<file path="src/rtl/clc_pkg.sv">
package clc_pkg;

  localparam int unsigned TABLE_BITS  = 8;
  localparam int unsigned TABLE_SEL_W = $clog2(TABLE_BITS);
  localparam int unsigned HALF_INS    = 4;
  localparam int unsigned HALF_BITS   = 2 * TABLE_BITS;
  localparam int unsigned CELL_BITS   = 2 * HALF_BITS;
  localparam int unsigned CELL_INS    = 2 * HALF_INS;

  typedef struct packed {
    logic sum;
    logic carry;
  } fa_result_t;

  // Operand A table index: {i3,i2,i1}; i0 is not used.
  function automatic logic [TABLE_SEL_W-1:0] sel_operand_a(input logic [HALF_INS-1:0] ins);
    return {ins[3], ins[2], ins[1]};
  endfunction

  // Operand B table index: {i3,i2,i0}; i1 is not used.
  function automatic logic [TABLE_SEL_W-1:0] sel_operand_b(input logic [HALF_INS-1:0] ins);
    return {ins[3], ins[2], ins[0]};
  endfunction

  // One-bit full adder: generate when both operands are 1, propagate when they differ.
  function automatic fa_result_t full_add(input logic a, input logic b, input logic cin);
    fa_result_t r;
    logic       prop;
    prop    = a ^ b;
    r.sum   = prop ^ cin;
    r.carry = (a & b) | (prop & cin);
    return r;
  endfunction

endpackage

</file>
<file path="src/rtl/lut3_table.sv">
module lut3_table
  import clc_pkg::*;
(
  input  logic                   clk,
  input  logic                   rst_n,
  input  logic                   shift_en,
  input  logic                   shift_in,
  output logic                   shift_out,
  input  logic [TABLE_SEL_W-1:0] sel,
  output logic                   bit_out
);

  logic [TABLE_BITS-1:0] store_q;

  always_ff @(posedge clk or negedge rst_n) begin
    if (!rst_n) begin
      store_q <= '0;
    end else if (shift_en) begin
      store_q <= {shift_in, store_q[TABLE_BITS-1:1]};
    end
  end

  assign shift_out = store_q[0];
  assign bit_out   = store_q[sel];

  // one step of the chain per enabled edge, new bit at the top
  a_r2_shift_step: assert property (@(posedge clk) disable iff (!rst_n)
    shift_en |=> (store_q[TABLE_BITS-2:0] == $past(store_q[TABLE_BITS-1:1]))
                 && (store_q[TABLE_BITS-1] == $past(shift_in)));

  // disabled chain keeps its contents
  a_r4_hold_cfg: assert property (@(posedge clk) disable iff (!rst_n)
    !shift_en |=> $stable(store_q));

endmodule

</file>
<file path="src/rtl/carry_half.sv">
module carry_half
  import clc_pkg::*;
(
  input  logic                clk,
  input  logic                rst_n,
  input  logic                shift_en,
  input  logic                shift_in,
  output logic                shift_out,
  input  logic [HALF_INS-1:0] din,
  input  logic                cin,
  output logic                sum,
  output logic                cout
);

  logic [TABLE_SEL_W-1:0] sel_a;
  logic [TABLE_SEL_W-1:0] sel_b;
  logic                   op_a;
  logic                   op_b;
  logic                   link_ba;
  fa_result_t             add_res;

  assign sel_a = sel_operand_a(din);
  assign sel_b = sel_operand_b(din);

  // Table B occupies the higher chain offset, so it receives the chain first.
  lut3_table u_tab_b (
    .clk       (clk),
    .rst_n     (rst_n),
    .shift_en  (shift_en),
    .shift_in  (shift_in),
    .shift_out (link_ba),
    .sel       (sel_b),
    .bit_out   (op_b)
  );

  lut3_table u_tab_a (
    .clk       (clk),
    .rst_n     (rst_n),
    .shift_en  (shift_en),
    .shift_in  (link_ba),
    .shift_out (shift_out),
    .sel       (sel_a),
    .bit_out   (op_a)
  );

  assign add_res = full_add(op_a, op_b, cin);
  assign sum     = add_res.sum;
  assign cout    = add_res.carry;

  // equal operands decide the carry by themselves
  a_r8_carry_generate: assert property (@(posedge clk) disable iff (!rst_n)
    (op_a == op_b) |-> (cout == op_a));

  // differing operands pass the incoming carry through
  a_r8_carry_propagate: assert property (@(posedge clk) disable iff (!rst_n)
    (op_a != op_b) |-> (cout == cin));

  // operands, carry-in and sum together hold an even number of ones
  a_r7_sum_parity: assert property (@(posedge clk) disable iff (!rst_n)
    ($countones({op_a, op_b, cin, sum}) % 2) == 0);

endmodule

</file>
<file path="src/rtl/carry_cell.sv">
module carry_cell
  import clc_pkg::*;
(
  input  logic                clk,
  input  logic                rst_n,
  input  logic                shift_en,
  input  logic                shift_in,
  output logic                shift_out,
  input  logic [CELL_INS-1:0] din,
  input  logic                cin,
  output logic [1:0]          sum,
  output logic [1:0]          half_co
);

  logic mid_carry;
  logic link_lu;

  // Lower half holds the higher chain offset and receives the chain first.
  carry_half u_lower (
    .clk       (clk),
    .rst_n     (rst_n),
    .shift_en  (shift_en),
    .shift_in  (shift_in),
    .shift_out (link_lu),
    .din       (din[CELL_INS-1:HALF_INS]),
    .cin       (mid_carry),
    .sum       (sum[1]),
    .cout      (half_co[1])
  );

  carry_half u_upper (
    .clk       (clk),
    .rst_n     (rst_n),
    .shift_en  (shift_en),
    .shift_in  (link_lu),
    .shift_out (shift_out),
    .din       (din[HALF_INS-1:0]),
    .cin       (cin),
    .sum       (sum[0]),
    .cout      (mid_carry)
  );

  assign half_co[0] = mid_carry;

endmodule

</file>
<file path="src/rtl/carry_logic_row.sv">
module carry_logic_row
  import clc_pkg::*;
#(
  parameter int unsigned CELLS = 3
) (
  input  logic                      clk,
  input  logic                      rst_n,
  input  logic                      cfg_en,
  input  logic                      cfg_in,
  output logic                      cfg_out,
  input  logic [CELLS*CELL_INS-1:0] data_in,
  input  logic                      carry_in,
  output logic [2*CELLS-1:0]        sum_out,
  output logic [2*CELLS-1:0]        half_cout,
  output logic                      carry_out
);

  localparam int unsigned DATA_W = CELLS * CELL_INS;

  logic [CELLS:0] cfg_link;
  logic [CELLS:0] carry_link;

  assign cfg_link[CELLS] = cfg_in;
  assign carry_link[0]   = carry_in;

  for (genvar k = 0; k < CELLS; k++) begin : g_cell
    carry_cell u_cell (
      .clk       (clk),
      .rst_n     (rst_n),
      .shift_en  (cfg_en),
      .shift_in  (cfg_link[k+1]),
      .shift_out (cfg_link[k]),
      .din       (data_in[k*CELL_INS +: CELL_INS]),
      .cin       (carry_link[k]),
      .sum       (sum_out[2*k +: 2]),
      .half_co   (half_cout[2*k +: 2])
    );
    assign carry_link[k+1] = half_cout[2*k+1];
  end

  assign cfg_out   = cfg_link[0];
  assign carry_out = carry_link[CELLS];

  // carry leaving the row matches the last lower half
  a_r9_row_end: assert property (@(posedge clk) disable iff (!rst_n)
    carry_out == half_cout[2*CELLS-1]);

  if (DATA_W < 1) begin : g_bad_width
    initial $error("carry_logic_row: CELLS must be at least 1");
  end

endmodule

</file>
<file path="config.mk">
export PLATFORM = sky130hd
export DESIGN_NAME = carry_logic_row
export DESIGN_NICKNAME = d
export VERILOG_FILES = /design/src/rtl/clc_pkg.sv /design/src/rtl/lut3_table.sv /design/src/rtl/carry_half.sv /design/src/rtl/carry_cell.sv /design/src/rtl/carry_logic_row.sv
export SDC_FILE = /design/constraint.sdc
export NUM_CORES = 1
export LEC_CHECK = 0
export BUFFER_PORTS_ARGS = -buffer_cell sky130_fd_sc_hd__clkbuf_2
export CORE_MARGIN = 2
export CORE_UTILIZATION = 30
export CTS_BUF_LIST = sky130_fd_sc_hd__clkbuf_4
export DETAILED_ROUTE_END_ITERATION = 8
export SETUP_SLACK_MARGIN = 0.15
export SYNTH_ARGS = -nofsm -noshare
export SYNTH_HDL_FRONTEND = slang
export SYNTH_SLANG_ARGS = --single-unit
</file>
<file path="constraint.sdc">
create_clock -name clk -period 5.6 [get_ports clk]
set_input_delay 0.56 -clock clk [delete_from_list [all_inputs] [get_ports clk]]
set_output_delay 0.56 -clock clk [all_outputs]
set_load 0.1 [all_outputs]
</file>
==> results of run 1 <==
## stage by stage
step	total power, W	setup WS, ps
after floorplan	0.00122	190
after global placement	0.00131	555
after detailed placement	0.00132	443
after CTS	0.00177	219
after global routing	0.00183	184
final	0.00174	344
## where the power goes
| group | internal [W] | total (W) | switching, W |
|---|---|---|---|
| Clock | 0.000219 | 0.000441 | 0.000223 |
| Combinational | 0.000186 | 0.000458 | 0.000272 |
| Sequential | 0.000783 | 0.000842 | 0.0000590 |
| Total | 0.00119 | 0.00174 | 0.000553 |
## cell type report
class | instances | area, µm²
flip-flops and latches | 96 | 2400
clock inverters | 5 | 97.6
repair buffers | 45 | 255
multi-input cells | 138 | 1970
clock buffers | 9 | 67.6
well taps | 184 | 230
fillers | 1381 | 9620
## per-layer routing
| layer | vias up | share of wire (%) | global-route usage, % |
|---|---|---|---|
| met2 | 32 | 48 | 15.5 |
| met1 | 1194 | 47 | 13.1 |
| met5 | - | 0 | 0 |
| met4 | 0 | 2.4 | 5.04 |
| met3 | 12 | 2.7 | 2.14 |
| li1 | 1042 | - | - |
## what timing repair did
action	4_1_cts	5_1_grt
gates resized for setup	0	2
hold endpoints to repair	26	0
hold buffers	1	0
endpoints found under the setup margin	0	2
## final timing paths
check / from / to / depth (start not counted)
setup / recovery: g_cell[0].u_cell.u_upper.u_tab_a.store_q[1] / sum_out[5] / 9
hold / removal: cfg_in / g_cell[2].u_cell.u_lower.u_tab_b.store_q[7] / 2
setup reg to reg: g_cell[0].u_cell.u_upper.u_tab_a.store_q[7] / g_cell[0].u_cell.u_upper.u_tab_a.store_q[6] / 1
hold reg to reg: g_cell[2].u_cell.u_upper.u_tab_a.store_q[1] / g_cell[2].u_cell.u_upper.u_tab_a.store_q[1] / 1
max in group asynchronous: rst_n / g_cell[2].u_cell.u_upper.u_tab_a.store_q[6] / 3
min in group asynchronous: rst_n / g_cell[2].u_cell.u_lower.u_tab_b.store_q[7] / 2
## kinds of logic after synthesis
logic type / after synthesis
multiplexers: 132
adder cells (fa/ha/maj): 6
buffers and inverters: 23
flip-flops: 96
## registers in the layout (all words and copies together) (netlist names)
register                               count
g_cell.u_cell.u_upper.u_tab_b.store_q     24
g_cell.u_cell.u_upper.u_tab_a.store_q     24
g_cell.u_cell.u_lower.u_tab_a.store_q     24
g_cell.u_cell.u_lower.u_tab_b.store_q     24
## placed cells by master (no fill, tap or decap)
cell type | netlist | final
clkinv_1 | 0 | 2
mux2_2 | 108 | 108
clkbuf_4 | 0 | 9
buf_12 | 0 | 1
clkbuf_2 | 0 | 37
fa_1 | 6 | 6
mux4_1 | 24 | 24
buf_2 | 6 | 2
buf_4 | 13 | 4
bufinv_16 | 0 | 3
dlygate4sd3_1 | 0 | 1
dfrtp_1 | 96 | 96
==> results.sh, run 1 <==
export IMPL_path_clk_slew_ps=150
export IMPL_drv_cap=0
export IMPL_synth_top_family_by_area="multiplexers"
export IMPL_cp_common_cell="fa_1"
export IMPL_n_antenna_cell=0
export IMPL_post_cts_buffers=0
export IMPL_ys_dominant_reg_cell="dfrtp_1"
export IMPL_grt_first_pass_wirelength_um=12600
export IMPL_crit_path_max_fanout=3
export IMPL_grt_pass1_vias=2469
export IMPL_synthSimpleGateAreaFrac_pct=0
export IMPL_overflow=0
export IMPL_numPortBuffers=42
export IMPL_ant_nets=0
export IMPL_rsz0062_at_grt="no"
export IMPL_critical_path_cell_chain="mux4_1 -> mux2_2 -> fa_1 -> fa_1 -> fa_1 -> fa_1 -> fa_1 -> fa_1 -> buf_12"
export IMPL_antenna_found_initial=0
export IMPL_critPathMaxStageDelay_ps=580
export IMPL_drc_errors=0
export IMPL_dr_first_iter_drc_count=85
export IMPL_hpwlAfterDp_um=5150
export IMPL_stdcell_count=477
export IMPL_num_rows=44
export IMPL_yosysWarningCount=0
export IMPL_initial_core_util_pct=31.0
export IMPL_cts_max_level=3
export IMPL_path_class="register to output port"
export IMPL_irDropWorstVdd_uv=570
export IMPL_synth_compound_gate_area_share_pct=0
export IMPL_wl_um=7330
export IMPL_cts_tree="done"
export IMPL_area_growth_syn_to_layout_pct=10.5
export IMPL_cp_start_kind="register"
export IMPL_tightest_slew_ps=898
export IMPL_die_w_um=127
export IMPL_powerDensity_nw_per_um2=347
export IMPL_synth_most_common_cell="mux2_2"
export IMPL_synth_adder_area_share_pct=2.64
export IMPL_numCtsBuffers=9
export IMPL_synthMuxAreaShare_pct=40.7
export IMPL_clk_path_buf_depth=2
export IMPL_drive_gt1_share_pct=56.0
export IMPL_p_leak_nw=2.52
export IMPL_tns_ps=0
export IMPL_post_route_period_util_pct=93.9
export IMPL_synth_seq_cells=96
export IMPL_io_pins=43
export IMPL_wl_per_cell_um=15.4
export IMPL_yosysTopAreaCell="dfrtp_1"
export IMPL_clock_root_buffer="clkbuf_4"
export IMPL_synth_cells=257
export IMPL_cp_slowest_cell="fa_1"
export IMPL_slew_violations=0
export IMPL_finClkSkew_ps=9.87
export IMPL_avgSynthCellArea_um2=17.7
export IMPL_synth_xor_area_share_pct=0
export IMPL_seq_area_frac_synth_pct=52.9
export IMPL_fin_area_um2=5020
export IMPL_slew_limit_headroom_pct=40.1
export IMPL_post_place_cells=462
export IMPL_status="complete, no violations"
export IMPL_die_area_um2=16100
export IMPL_clk_insertion_delay_late_ps=460
export IMPL_setup_viol_count_final=0
export IMPL_postSynthNetCount=292
export IMPL_grt_usage_pct=9.92
export IMPL_ys_top_cells_by_count="mux2_2 (108), dfrtp_1 (96), mux4_1 (24), buf_4 (13)"
export IMPL_synthArstFlopShare_pct=100
export IMPL_synth_distinct_cells=7
export IMPL_final_util_pct=34.3
export IMPL_die_h_um=127
export IMPL_core_um2=14600
export IMPL_crit_required_ps=5040
export IMPL_vias=2280
export IMPL_drt_pre_antenna_iters=2
export IMPL_via_per_inst=4.78
export IMPL_post_dp_cell_area_um2=4840
export IMPL_nets=325
export IMPL_hold_ws_ps=321
export IMPL_gp_congestion=0.722
export IMPL_cp_arrival_ps=4700
export IMPL_cts_sinks=96
export IMPL_synth_area_leaders="dfrtp_1 (53%), mux2_2 (27%), mux4_1 (14%), fa_1 (2.6%), buf_4 (2.1%)"
export IMPL_synth_edf_count=0
export IMPL_max_freq_mhz=190
export IMPL_endpoint_kind="output port"
export IMPL_path_delay_family="adder cells"
export IMPL_netlist_area_um2=4540
export IMPL_synth_top_cell_area_share_pct=52.9
export IMPL_rrSetupSlack_ps=4800
export IMPL_hp_class="input pin to register"
export IMPL_hold_viol=0
export IMPL_grt_max_degree=71
export IMPL_min_period_ps=5260
export IMPL_crit_buf_inv=1
Note: power is estimated with default switching activity, not from simulation.
==> run 2: changes to the inputs <==
--- a/config.mk
+++ b/config.mk
@@ -6,10 +6,13 @@
 export NUM_CORES = 1
 export LEC_CHECK = 0
 export BUFFER_PORTS_ARGS = -buffer_cell sky130_fd_sc_hd__clkbuf_2
+export CELL_PAD_IN_SITES_DETAIL_PLACEMENT = 0
+export CELL_PAD_IN_SITES_GLOBAL_PLACEMENT = 2
 export CORE_MARGIN = 2
 export CORE_UTILIZATION = 30
 export CTS_BUF_LIST = sky130_fd_sc_hd__clkbuf_4
 export DETAILED_ROUTE_END_ITERATION = 8
+export PLACE_DENSITY_LB_ADDON = 0.1
 export SETUP_SLACK_MARGIN = 0.15
 export SYNTH_ARGS = -nofsm -noshare
 export SYNTH_HDL_FRONTEND = slang
==> constraint.sdc (replaced) <==
create_clock -name clk -period 4.7 [get_ports clk]
set_input_delay 0.47 -clock clk [delete_from_list [all_inputs] [get_ports clk]]
set_output_delay 0.47 -clock clk [all_outputs]
set_load 0.1 [all_outputs]
==> run 2 against run 1 <==
The flow now finishes with violations (negative setup slack). Sequential cell count unchanged. First-iteration DRC count is 9.4% lower. Non-clock buffer count is the same. Clock power increased by 34%. Critical path depth stayed put. Register-to-register slack got worse by 1100 ps. Combinational power rose by 34%. Setup slack worse by 440 ps. Sequential share of layout area shrank 0.77 points. Global-route usage rose by 0.72 points. Critical path type unchanged. Critical endpoint unchanged. Largest cell class unchanged. Highest routed layer unchanged.
==> results.sh, run 2 (synthesis gave the netlist of run 1 again) <==
export IMPL_status="finished with violations"
export IMPL_failed_checks="negative setup slack"
export IMPL_antenna_found_initial=0
export IMPL_hp_class="input pin to asynchronous set/reset pin"
export IMPL_gp_congestion=0.675
export IMPL_reg2reg_to="g_cell[0].u_cell.u_upper.u_tab_a.store_q[0]"
export IMPL_min_period_ps=4800
export IMPL_rrSetupSlack_ps=3720
export IMPL_hold_viol=0
export IMPL_path_clk_slew_ps=140
export IMPL_layout_setup_ws_ps=-99.0
export IMPL_drive_gt1_share_pct=60.0
export IMPL_tightest_slew_ps=928
export IMPL_cts_tree="done"
export IMPL_cts_max_level=3
export IMPL_clock_root_buffer="clkbuf_4"
export IMPL_post_place_cells=462
export IMPL_grt_usage_pct=10.6
export IMPL_rsz0062_at_grt="yes"
export IMPL_hpwlAfterDp_um=5440
export IMPL_wl_per_cell_um=16.3
export IMPL_nets=325
export IMPL_slew_violations=0
export IMPL_pre_cts_slack_ps=88.0
export IMPL_num_rows=44
export IMPL_finClkSkew_ps=8.11
export IMPL_crit_path_max_fanout=2
export IMPL_grt_first_pass_wirelength_um=13100
export IMPL_ant_nets=0
export IMPL_mostFrequentLayoutCells="mux2_2 (108), dfrtp_1 (95), clkbuf_2 (35)"
export IMPL_crit_required_ps=4230
export IMPL_layout_commonest_cell="mux2_2"
export IMPL_post_route_period_util_pct=102
export IMPL_grt_max_degree=74
export IMPL_finalPower_w=0.00221
export IMPL_cp_arrival_ps=4330
export IMPL_initial_core_util_pct=31.0
export IMPL_die_area_um2=16100
export IMPL_drv_cap=0
export IMPL_wl_um=7810
export IMPL_area_growth_syn_to_layout_pct=12.5
export IMPL_clk_path_buf_depth=2
export IMPL_irDropWorstVdd_uv=445
export IMPL_path_class="register to output port"
export IMPL_die_w_um=127
export IMPL_grt_pass1_vias=2445
export IMPL_reg2reg_depth=2
export IMPL_max_freq_mhz=208
export IMPL_die_h_um=127
export IMPL_cp_start_kind="register"
export IMPL_numPortBuffers=42
export IMPL_powerDensity_nw_per_um2=433
export IMPL_io_pins=43
export IMPL_dr_first_iter_drc_count=77
export IMPL_p_leak_nw=2.53
export IMPL_cts_sinks=96
export IMPL_setup_viol_count_final=1
export IMPL_reg2reg_from="g_cell[0].u_cell.u_upper.u_tab_a.store_q[0]"
export IMPL_slew_limit_headroom_pct=38.1
export IMPL_n_fill_cell=1410
export IMPL_core_um2=14600
export IMPL_vias=2307
export IMPL_via_per_inst=4.82
export IMPL_overflow=0
export IMPL_stdcell_count=479
export IMPL_drc_errors=0
export IMPL_final_util_pct=34.9
export IMPL_endpoint_kind="output port"
export IMPL_drt_pre_antenna_iters=4
export IMPL_n_antenna_cell=0
export IMPL_clk_insertion_delay_late_ps=460
export IMPL_numCtsBuffers=9
==> run 2: cell types whose count changed in the layout (fill, tap and decap cells not counted), moves of 2 or more <==
| cell | previous run | this run |
|---|---|---|
| mux4_2 | 0 | 2 |
| buf_12 | 1 | 4 |
| fa_1 | 6 | 0 |
| clkinv_2 | 0 | 2 |
| mux4_1 | 24 | 22 |
| fa_2 | 0 | 6 |
| clkbuf_2 | 37 | 35 |
==> run 2: power breakdown <==
group | switching [W] | internal (W) | leakage (nW)
Clock | 0.000273 | 0.000319 | 0.107
Combinational | 0.000333 | 0.000282 | 1.13
Sequential | 0.0000746 | 0.000933 | 1.29
==> run 2: area by class of cell <==
cell class | instances | area (µm²) | area share [%]
Clock buffer | 9 | 67.6 | 1.32
Clock inverter | 7 | 134 | 2.62
Multi-Input combinational cell | 138 | 1970 | 38.6
Sequential cell | 96 | 2410 | 47.1
Tap cell | 184 | 230 | 4.51
Timing Repair Buffer | 45 | 298 | 5.83
==> run 2: worst max-delay path by stage <==
stage                                                           start      endpoint  slack, ps  cells after the start
after floorplan           g_cell[0].u_cell.u_upper.u_tab_a.store_q[0]  half_cout[5]        190                      9
after global placement                                     data_in[1]    sum_out[5]        170                     10
after detailed placement                                   data_in[1]    sum_out[5]         90                     10
after CTS                 g_cell[0].u_cell.u_upper.u_tab_a.store_q[0]    sum_out[5]       -210                      9
after global routing      g_cell[0].u_cell.u_upper.u_tab_a.store_q[0]    sum_out[5]       -290                      9
final                     g_cell[0].u_cell.u_upper.u_tab_a.store_q[0]    sum_out[5]       -100                      9
==> run 2: metrics by stage <==
| stage | cell area (µm²) | hold WS, ps | TNS, ps |
|---|---|---|---|
| 3_3_place_gp | 4900 | 505 | 0 |
| 2_1_floorplan | 4570 | 174 | 0 |
| 3_5_place_dp | 4900 | 509 | 0 |
| 4_1_cts | 5110 | 30.4 | -347 |
| 6_report | 5110 | 42.0 | -99.0 |
| 5_1_grt | 5110 | 35.4 | -579 |
==> run 2: what timing repair did <==
action	CTS	global route
pin swaps	0	0
gates resized for setup	0	2
gates cloned	0	0
endpoints found under the hold margin	0	0
buffers inserted	1	0
setup endpoints to repair	3	5
hold buffers	0	0
==> run 2: critical path: stages (launching register included) <==
cell	delay, ps
dfrtp_4	500
mux4_2	440
mux2_2	290
fa_2	390
fa_2	360
fa_2	360
fa_2	380
fa_2	380
fa_2	580
buf_12	180
==> run 2: layer usage <==
layer | routed length, µm | up-vias | global-route usage [%]
met3 | 349 | 6 | 4.44
met2 | 3690 | 40 | 16.4
met5 | 0 | - | 0
li1 | - | 1044 | -
met4 | 101 | 0 | 3.30
met1 | 3670 | 1217 | 13.8
